<file path="config.mk">
export PLATFORM = sky130hd
export DESIGN_NAME = dual_dac_front
export DESIGN_NICKNAME = d
export VERILOG_FILES = /design/src/rtl/dacif_pkg.sv /design/src/rtl/dacif_load_edge.sv /design/src/rtl/dacif_in_reg.sv /design/src/rtl/dacif_out_reg.sv /design/src/rtl/dual_dac_front.sv
export SDC_FILE = /design/constraint.sdc
export NUM_CORES = 1
export LEC_CHECK = 0
export BUFFER_PORTS_ARGS = -buffer_cell sky130_fd_sc_hd__buf_4
export CELL_PAD_IN_SITES_DETAIL_PLACEMENT = 1
export CELL_PAD_IN_SITES_GLOBAL_PLACEMENT = 2
export CORE_ASPECT_RATIO = 0.8
export CORE_UTILIZATION = 40
export DETAILED_ROUTE_END_ITERATION = 7
export GPL_TIMING_DRIVEN = 0
export PLACE_DENSITY_LB_ADDON = 0.1
export SLEW_MARGIN = 20
export SYNTH_ARGS = -nofsm -noshare
export SYNTH_HDL_FRONTEND = slang
export SYNTH_HIERARCHICAL = 1
export SYNTH_SLANG_ARGS = --single-unit
</file>
<file path="constraint.sdc">
create_clock -name clk -period 3.5 [get_ports clk]
set_input_delay 0.525 -clock clk [delete_from_list [all_inputs] [get_ports clk]]
set_output_delay 0.525 -clock clk [all_outputs]
set_load 0.05 [all_outputs]
</file>
<file path="src/rtl/dacif_pkg.sv">
// Shared constants and types for the two-channel converter front end.
// Assumes exactly two channels; widths are overridable per instance.
package dacif_pkg;
    localparam int DEF_CODE_W = 12;
    localparam int DEF_BUS_W  = 8;
    localparam int NUM_CH     = 2;

    // Which half of a staged code a write targets.
    typedef enum logic {
        HALF_LO = 1'b0,
        HALF_HI = 1'b1
    } half_e;
endpackage

</file>
<file path="src/rtl/dacif_load_edge.sv">
// Turns a level load strobe into a one-cycle pulse on its rising edge.
// Assumes ld_strobe is synchronous to clk.
module dacif_load_edge (
    input  logic clk,
    input  logic rst_n,
    input  logic ld_strobe,
    output logic ld_pulse
);
    logic ld_prev;

    // Remember last cycle's strobe level.
    always_ff @(posedge clk) begin
        if (!rst_n) ld_prev <= 1'b0;
        else        ld_prev <= ld_strobe;
    end

    // Pulse only on a low-to-high change.
    assign ld_pulse = ld_strobe & ~ld_prev;
endmodule

</file>
<file path="src/rtl/dacif_in_reg.sv">
// Staging register for one channel, filled from two narrow writes in any
// order. It tracks which halves have arrived since the last transfer and
// flags the edge that completes a pair while automatic mode is selected.
// Assumes CODE_W > BUS_W and that the high part is right-justified on the bus.
module dacif_in_reg
    import dacif_pkg::*;
#(
    parameter int CODE_W = DEF_CODE_W,
    parameter int BUS_W  = DEF_BUS_W,
    parameter int CH_IDX = 0
) (
    input  logic              clk,
    input  logic              rst_n,
    input  logic              wr_en,
    input  logic              chan_sel,
    input  logic              byte_hi,
    input  logic [BUS_W-1:0]  din,
    input  logic              auto_mode,
    input  logic              ld_pulse,
    output logic [CODE_W-1:0] word_q,
    output logic [CODE_W-1:0] word_nx,
    output logic              pair_done
);
    localparam int HI_W = CODE_W - BUS_W;

    logic  hit;
    half_e half;
    logic  have_lo, have_hi;
    logic  have_lo_nx, have_hi_nx;

    assign hit  = wr_en && (chan_sel == CH_IDX[0]);
    assign half = half_e'(byte_hi);

    // Merge the write data into the selected half of the staged word.
    always_comb begin
        word_nx = word_q;
        if (hit) begin
            if (half == HALF_HI) word_nx[CODE_W-1:BUS_W] = din[HI_W-1:0];
            else                 word_nx[BUS_W-1:0]      = din;
        end
    end

    // A pair completes when this write supplies the half not yet present.
    assign pair_done = hit && auto_mode &&
                       ((half == HALF_HI) ? have_lo : have_hi);

    // Update the half-tracking flags: clear on any transfer, then set by a write.
    always_comb begin
        have_lo_nx = have_lo;
        have_hi_nx = have_hi;
        if (pair_done) begin
            have_lo_nx = 1'b0;
            have_hi_nx = 1'b0;
        end else begin
            if (ld_pulse) begin
                have_lo_nx = 1'b0;
                have_hi_nx = 1'b0;
            end
            if (hit && half == HALF_HI) have_hi_nx = 1'b1;
            if (hit && half == HALF_LO) have_lo_nx = 1'b1;
        end
    end

    // Hold the staged word and the tracking flags.
    always_ff @(posedge clk) begin
        if (!rst_n) begin
            word_q  <= '0;
            have_lo <= 1'b0;
            have_hi <= 1'b0;
        end else begin
            word_q  <= word_nx;
            have_lo <= have_lo_nx;
            have_hi <= have_hi_nx;
        end
    end
endmodule

</file>
<file path="src/rtl/dacif_out_reg.sv">
// Output code register for one channel. A completed pair loads the merged
// word; otherwise a load pulse copies the staged word as it stood before
// the edge. Assumes pair_done is only raised in automatic mode.
module dacif_out_reg #(
    parameter int CODE_W = 12
) (
    input  logic              clk,
    input  logic              rst_n,
    input  logic              pair_done,
    input  logic              ld_pulse,
    input  logic [CODE_W-1:0] word_nx,
    input  logic [CODE_W-1:0] word_q,
    output logic [CODE_W-1:0] code
);
    // Choose the transfer source; the automatic path has priority.
    always_ff @(posedge clk) begin
        if (!rst_n)         code <= '0;
        else if (pair_done) code <= word_nx;
        else if (ld_pulse)  code <= word_q;
    end
endmodule

</file>
<file path="src/rtl/dual_dac_front.sv">
// Two-channel converter front end. It stages byte-wide writes per channel
// and moves complete codes to the output registers, either when a pair of
// halves completes (automatic mode) or on a shared load strobe edge.
// Assumes all inputs are synchronous to clk.
module dual_dac_front
    import dacif_pkg::*;
#(
    parameter int CODE_W = DEF_CODE_W,
    parameter int BUS_W  = DEF_BUS_W
) (
    input  logic              clk,
    input  logic              rst_n,
    input  logic              wr_en,
    input  logic              chan_sel,
    input  logic              byte_hi,
    input  logic [BUS_W-1:0]  din,
    input  logic              ld_strobe,
    input  logic              auto_mode,
    output logic [CODE_W-1:0] code_a,
    output logic [CODE_W-1:0] code_b
);
    logic                          ld_pulse;
    logic [NUM_CH-1:0]             pair_done;
    logic [NUM_CH-1:0][CODE_W-1:0] word_q;
    logic [NUM_CH-1:0][CODE_W-1:0] word_nx;
    logic [NUM_CH-1:0][CODE_W-1:0] code_q;

    dacif_load_edge u_edge (
        .clk       (clk),
        .rst_n     (rst_n),
        .ld_strobe (ld_strobe),
        .ld_pulse  (ld_pulse)
    );

    for (genvar ch = 0; ch < NUM_CH; ch++) begin : g_ch
        dacif_in_reg #(
            .CODE_W (CODE_W),
            .BUS_W  (BUS_W),
            .CH_IDX (ch)
        ) u_in (
            .clk       (clk),
            .rst_n     (rst_n),
            .wr_en     (wr_en),
            .chan_sel  (chan_sel),
            .byte_hi   (byte_hi),
            .din       (din),
            .auto_mode (auto_mode),
            .ld_pulse  (ld_pulse),
            .word_q    (word_q[ch]),
            .word_nx   (word_nx[ch]),
            .pair_done (pair_done[ch])
        );

        dacif_out_reg #(
            .CODE_W (CODE_W)
        ) u_out (
            .clk       (clk),
            .rst_n     (rst_n),
            .pair_done (pair_done[ch]),
            .ld_pulse  (ld_pulse),
            .word_nx   (word_nx[ch]),
            .word_q    (word_q[ch]),
            .code      (code_q[ch])
        );
    end

    assign code_a = code_q[0];
    assign code_b = code_q[1];
endmodule

</file>
* Word level (Yosys, flattened, before mapping) *
Cells that the tools add are included.

operators by class
  multiplexer cells = 17
  bitwise operators = 5
  reductions and logical operators = 18

operators with widths
  operator           number
  $mux 12            6
  $mux 8             2
  $reduce_bool 2->1  6
  $logic_and 1x1->1  10
  $mux 4             2
  $mux 1             7
  $not 1->1          4
  $reduce_or 2->1    2
  $and 1x1->1        1

word-level totals
  bits in registers = 53
  output and inout bits = 24

* Depth between registers and ports, before layout *
Gate-level depths: netlist of the first run.

  depth after elaboration = 5
  gate-level depth with buffers = 5
  mapped depth without buffers = 4

* By module *
The synthesis of the first run kept the hierarchy.

by module, submodules not included
  module                       times used  cells each  area an instance (µm²)  seq. area each (µm²)
  dacif_out_reg                2           52          634.4                   240.2
  dacif_in_reg (g_ch[1].u_in)  1           49          606.8                   280.3
  dacif_in_reg (g_ch[0].u_in)  1           50          578.1                   280.3
  dacif_load_edge              1           3           40.0                    20.0

* Worst setup path after synthesis of the first run *
OpenSTA, ideal clock, no wires.

  path type = input port to flip-flop
  from = in chan_sel
  to = reg g_ch[0].u_out.code[1]
  arrival time = 1.572 ns
  data required time = 3.384 ns
  slack = 1.812 ns
  cell stages on the path = 4
  cell sequence = nor3b_4 > mux2_2 > or2b_1 > o211a_1

RTL lines
  item                    RTL line              text
  start: declaration      dual_dac_front.sv:14  input logic chan_sel,
  end signal: assignment  dacif_out_reg.sv:18   else if (pair_done) code <= word_nx;
  end signal: assignment  dacif_out_reg.sv:19   else if (ld_pulse) code <= word_q;
  end: declaration        dacif_out_reg.sv:13   output logic [CODE_W-1:0] code

==> results of run 1 <==
[final timing paths]
kind,from,to
max,chan_sel,g_ch[0].u_out/code[1]
min,ld_strobe,u_edge/ld_prev
max reg2reg,g_ch[1].u_in/have_hi,g_ch[1].u_out/code[7]
min reg2reg,g_ch[0].u_in/have_hi,g_ch[0].u_in/have_hi
[cell usage after synthesis, types with 2 or more instances]
library cell / number
dfxtp_1: 53
mux2_4: 29
nand2b_1: 24
o211a_1: 24
mux2_2: 19
and2_1: 16
and2_2: 8
a21oi_1: 4
buf_2: 4
clkbuf_1: 4
nor2_1: 3
buf_6: 2
mux2i_1: 2
nand3b_1: 2
o21ai_0: 2
or2b_1: 2
[flip-flops by register name (all words and copies together), names as in the netlist]
name	cells
g_ch.u_in/have_lo	2
g_ch.u_in/word_q	24
u_edge/ld_prev	1
g_ch.u_in/have_hi	2
g_ch.u_out/code	24
[critical path, delay by kind of cell]
family | cells | cell delay [ns]
and+or+nand+nor | 2 | 0.75
muxes | 1 | 0.41
buffers and inverters | 1 | 0.14
AOI/OAI and AO/OA | 1 | 0.12
[per-stage QoR]
| step | std cells | power, mW | utilization | hold slack [ns] |
|---|---|---|---|---|
| detailed placement | 325 | 0.7999 | 0.4821 | 0.4634 |
| global route | 333 | 1.182 | 0.4959 | 0.4173 |
| global placement | 325 | 0.7980 | 0.4821 | 0.4513 |
| finish | 333 | 1.126 | 0.4959 | 0.4221 |
| floorplan | 206 | 0.7481 | - | 0.4357 |
| CTS | 333 | 1.144 | 0.4959 | 0.4170 |
[kinds of logic (layout without fill, tap and decap cells)]
family	after synthesis	in the layout
AND/OR/NAND/NOR	62	62
flip-flops	53	53
buffers and inverters	11	57
multiplexers	50	50
AO/OA/AOI/OAI	30	30
[final cells by class]
| class | count | area, µm² | area share |
|---|---|---|---|
| Multi-Input combinational cell | 142 | 1371 | 0.4628 |
| Sequential cell | 53 | 1061 | 0.3581 |
| Timing Repair Buffer | 38 | 285.3 | 0.09628 |
| Tap cell | 81 | 101.3 | 0.03421 |
| Clock buffer | 6 | 72.57 | 0.02449 |
| Buffer | 10 | 57.56 | 0.01943 |
| Clock inverter | 2 | 10.01 | 0.003378 |
| Inverter | 1 | 3.754 | 0.001267 |
[layer usage]
layer | share of wire | vias up | global-route usage
met2 | 0.43 | 34 | 0.2697
met5 | 0 | - | 0
li1 | - | 816 | -
met4 | 0.015 | 0 | 0.06989
met1 | 0.53 | 793 | 0.2410
met3 | 0.032 | 7 | 0.03333
[power by group]
part	total, mW	internal [mW]	switching, mW
sequential	0.630	0.621	0.00938
combinational	0.154	0.0760	0.0779
clock	0.342	0.139	0.203
total	1.13	0.836	0.290
[placed cells by master, fill, tap and decap left out, types with 3 or more instances in the layout]
cell and n:
a21oi_1 4, and2_1 16, and2_2 8, buf_2 4, buf_4 38, clkbuf_1 5, clkbuf_8 5, dfxtp_1 53
mux2_2 19, mux2_4 29, nand2b_1 24, nor2_1 3, o211a_1 24
==> impl_metrics.tcl, run 1 <==
set metrics [dict create \
    status "finished clean" \
    avgSynthCellArea_um2 12.11 \
    cp.arrival_ns 1.95 \
    yosys.area_share.xor_xnor 0 \
    synth_top_area_cell "dfxtp_1" \
    startpoint_type "primary input" \
    antenna_cells 0 \
    root_buffer "clkbuf_8" \
    grtUsageTotal 0.1741 \
    ctsHtreeMaxLevel 2 \
    area_delta_synth_final_pct 18.82 \
    drtIter0Drc 63 \
    tns_ns 0 \
    nets 266 \
    yosys_warnings 6 \
    place_area_um2 2880 \
    cap_violations 0 \
    powerDensity_nw_per_um2 380.1 \
    final_area_um2 2963 \
    worst-path-max-fanout 9 \
    cts_setup_buffers 0 \
    antenna_found_initial 0 \
    max_freq_mhz 574.0 \
    cts.clk_slew.worst_paths_ns 0.09 \
    synth.area.mux_share 0.2684 \
    grt_pass1_wl_um 8611 \
    skew_ns 0.005070 \
    ys_ff_latch 53 \
    setup_viol 0 \
    maxSlewHeadroom 0.6051 \
    worstPathCellList "buf_4, nor3b_4, mux2_2, or2b_1, o211a_1" \
    core-area_um2 5974 \
    min_path_cells 2 \
    num_vias 1650 \
    regToRegSetupSlack_ns 1.85 \
    initial_core_util 0.4174 \
    irDropWorstVdd_uv 165.8 \
    synth-simple-area-share 0.1731 \
    overflow 0 \
    worstSetupPathType "in2reg" \
    cts.sinks 53 \
    end_kind "register" \
    finalCritPeriodShare 0.4978 \
    syn_inst 206 \
    p_leak_nw 1.577 \
    dieArea_um2 6556 \
    synth_compound_area_frac 0.1084 \
    finalHoldViolCount 0 \
    grt_pass1_vias 1707 \
    critPathMaxStageDelay_ns 0.53 \
    drtAntennaViolNets 0 \
    drt_wl_total_um 5407 \
    wl_per_cell_um 16.24 \
    synth_ff_type "dfxtp_1" \
    cts_buffers 5 \
    fin_ws_ns 1.758 \
    ios 39 \
    syn-num-nets 221 \
    port_buffers 38 \
    die_y_um 72.62 \
    synth.top_cells.by_area "dfxtp_1 (43%), mux2_4 (17%), o211a_1 (9.6%), mux2_2 (8.6%), nand2b_1 (6.0%)" \
    ctsResizeCount 0 \
    nFillCells 639 \
    cts_buffer_depth 2 \
    cts_hold_buf 0 \
    r2r_cells 5 \
    cpMaxStageDelayCell "nor3b_4" \
    dp_hpwl_um 3698 \
    synth_cell_types 24 \
    place_ws_ns 1.424 \
    min_path_type "in2reg" \
    yosysSeqAreaShare 0.4255 \
    synth_edf_count 0 \
    drv_slew 0 \
    required_ns 3.71 \
    gp_congestion 0.7230 \
    synth-async-reset-ratio 0 \
    synth_top_area_frac 0.4255 \
    layout-drive-gt1-share 0.4444 \
    synthAdderAreaFrac 0 \
    route.detailed.drc 0 \
    synth_top_family_by_area "multiplexers" \
    worstMarginPinSlew_ns 0.5917 \
    first_pass_iters 4 \
    rows 25 \
    fin_crit_ns 1.742 \
    cts_tree "built" \
    vias_per_cell 4.955 \
    die_width_um 90.28 \
    grt_max_degree 16 \
    rsz0062_at_grt "false" \
    clkLatencyLatePin_ns 0.31 \
    netlist_area_um2 2494 \
]
Power figures use the tool's default switching activity.
==> run 2, diff against run 1 <==
--- a/config.mk
+++ b/config.mk
@@ -9,7 +9,7 @@
 export CELL_PAD_IN_SITES_DETAIL_PLACEMENT = 1
 export CELL_PAD_IN_SITES_GLOBAL_PLACEMENT = 2
 export CORE_ASPECT_RATIO = 0.8
-export CORE_UTILIZATION = 40
+export CORE_UTILIZATION = 37
 export DETAILED_ROUTE_END_ITERATION = 7
 export GPL_TIMING_DRIVEN = 0
 export PLACE_DENSITY_LB_ADDON = 0.1
==> constraint.sdc (replaced) <==
create_clock -name clk -period 1.65 [get_ports clk]
set_input_delay 0.2475 -clock clk [delete_from_list [all_inputs] [get_ports clk]]
set_output_delay 0.2475 -clock clk [all_outputs]
set_load 0.05 [all_outputs]
==> run 2 against run 1 <==
Combinational power up 110%; global-route usage down 0.16 points; die area increased by 7.9%; power grew 120%; wire length grew 3.1%; utilization shrank 3.1 points; critical path type is now reg2reg; critical endpoint is now g_ch[0].u_out/code[4]; largest cell class unchanged; largest power group unchanged; highest routed layer unchanged.
==> impl_metrics.tcl, run 2 (synthesized netlist as in run 1, its figures left out) <==
set metrics [dict create \
    finalHoldViolCount 0 \
    initial_core_util 0.3871 \
    gp_congestion 0.7172 \
    antenna_found_initial 0 \
    cts.clk_slew.worst_paths_ns 0.10 \
    reg.largest.list "g_ch.u_in/word_q x24, g_ch.u_out/code x24" \
    drtAntennaViolNets 0 \
    seq_power_share 0.539 \
    drtIter0Drc 51 \
    place_area_um2 2884 \
    critPathMaxStageDelay_ns 0.36 \
    p_clk_frac 0.328 \
    vias_per_cell 4.923 \
    cts_setup_buffers 0 \
    cts_tree "built" \
    min_path_type "in2reg" \
    dieArea_um2 7074 \
    irDropWorstVdd_uv 293.8 \
    drt_wl_total_um 5573 \
    cts_buffer_depth 2 \
    port_buffers 38 \
    end_kind "register" \
    rows 26 \
    finalCritPeriodShare 0.9236 \
    p_switching_mw 0.6217 \
    max_freq_mhz 656.2 \
    grt_max_degree 16 \
    worstMarginPinSlew_ns 0.5601 \
    fin_util 0.4650 \
    final_area_um2 2995 \
    overflow 0 \
    rsz0062_at_grt "false" \
    cp_top_family "buffers and inverters" \
    drv_slew 0 \
    ios 39 \
    skew_ns 0.006402 \
    core-area_um2 6441 \
    antenna_cells 0 \
    instances_no_fill 336 \
    clkLatencyLatePin_ns 0.31 \
    worst-path-max-fanout 10 \
    p_int_mw 1.859 \
    worstPathCellList "mux2i_1, nor2_2, clkbuf_4, buf_2, o211a_1" \
    die_y_um 75.43 \
    critPathBufInv 2 \
    wl_per_cell_um 16.59 \
    num_vias 1654 \
    p_sw_frac 0.2506 \
    required_ns 1.90 \
    grt_pass1_vias 1704 \
    grt_pass1_wl_um 8976 \
    nets 266 \
    ctsHtreeMaxLevel 2 \
    area_delta_synth_final_pct 20.12 \
    worstSetupPathType "reg2reg" \
    status "finished clean" \
    cts.sinks 53 \
    grtUsageTotal 0.1725 \
    die_width_um 93.79 \
    fin_crit_ns 1.524 \
    setup_viol 0 \
    cp.arrival_ns 1.77 \
    route.detailed.drc 0 \
    final_cell_mix "dfxtp_1 (53), buf_4 (38), mux2_4 (29), nand2b_1 (24), o211a_1 (24)" \
    layout-drive-gt1-share 0.4563 \
    cts_buffers 5 \
    powerDensity_nw_per_um2 828.3 \
    dp_hpwl_um 3870 \
    maxSlewHeadroom 0.6266 \
    root_buffer "clkbuf_8" \
    p_leak_nw 1.585 \
    startpoint_type "register" \
    final_common_cell "dfxtp_1" \
    cap_violations 0 \
    dp_cells 328 \
    combPwrFrac 0.133 \
    first_pass_iters 4 \
    cpMaxStageDelayCell "dfxtp_1" \
]
run 2: changes by cell type in the layout (fill, tap and decap cells not counted):
cell / change
clkbuf_1: -1
nor2_1: -2
clkbuf_8: +2
clkbuf_4: +2
clkinv_2: -1
nor2_2: +2
buf_2: -2
run 2: path summary, 6_finish.rpt:
path | from | end | slack (ns) | cells after the start
worst min-delay path | ld_strobe | u_edge/ld_prev | 0.15 | 2
worst max register to register | g_ch[0].u_in/have_lo | g_ch[0].u_out/code[4] | 0.13 | 5
worst max-delay path | g_ch[0].u_in/have_lo | g_ch[0].u_out/code[4] | 0.13 | 5
worst min register to register | g_ch[0].u_in/have_hi | g_ch[0].u_in/have_hi | 0.48 | 2
run 2: power by group through the flow:
stage | clock (mW) | sequential (mW) | combinational (mW)
after global routing | 0.929 | 1.34 | 0.353
final | 0.815 | 1.34 | 0.329
after floorplan | 0 | 1.41 | 0.179
after CTS | 0.852 | 1.34 | 0.333
after global placement | 0 | 1.37 | 0.328
after detailed placement | 0 | 1.37 | 0.331
run 2: layout make-up:
type | count | area (µm²)
fill | 712 | 3446
multi-input combinational | 142 | 1376
sequential | 53 | 1061
timing repair buffer | 38 | 285.3
tap | 84 | 105.1
clock buffer | 7 | 96.34
buffer | 10 | 62.56
clock inverter | 1 | 5.005
inverter | 1 | 3.754
run 2: through the flow:
stage	TNS [ns]	power, mW	hold WS, ns	setup slack [ns]
2_1_floorplan	0	1.587	0.3692	0.2391
3_3_place_gp	-2.765	1.695	0.4593	-0.1585
4_1_cts	0	2.523	0.1413	0.02933
5_1_grt	0	2.624	0.1306	0.01074
6_report	0	2.481	0.1530	0.1260
3_5_place_dp	-2.842	1.698	0.4577	-0.1862
run 2: timing repair:
item                                    4_1_cts  5_1_grt
hold buffers                                  0        0
cloned                                        0        0
endpoints found under the setup margin       11       20
gates resized for setup                       2        2
pin swaps                                     0        1
run 2: metal layers:
layer | track usage | part of all wire | up-vias
li1 | - | - | 813
met1 | 0.2420 | 0.52 | 812
met2 | 0.2709 | 0.44 | 25
met3 | 0.04591 | 0.026 | 4
met4 | 0.03077 | 0.0052 | 0
met5 | 0 | 0 | -
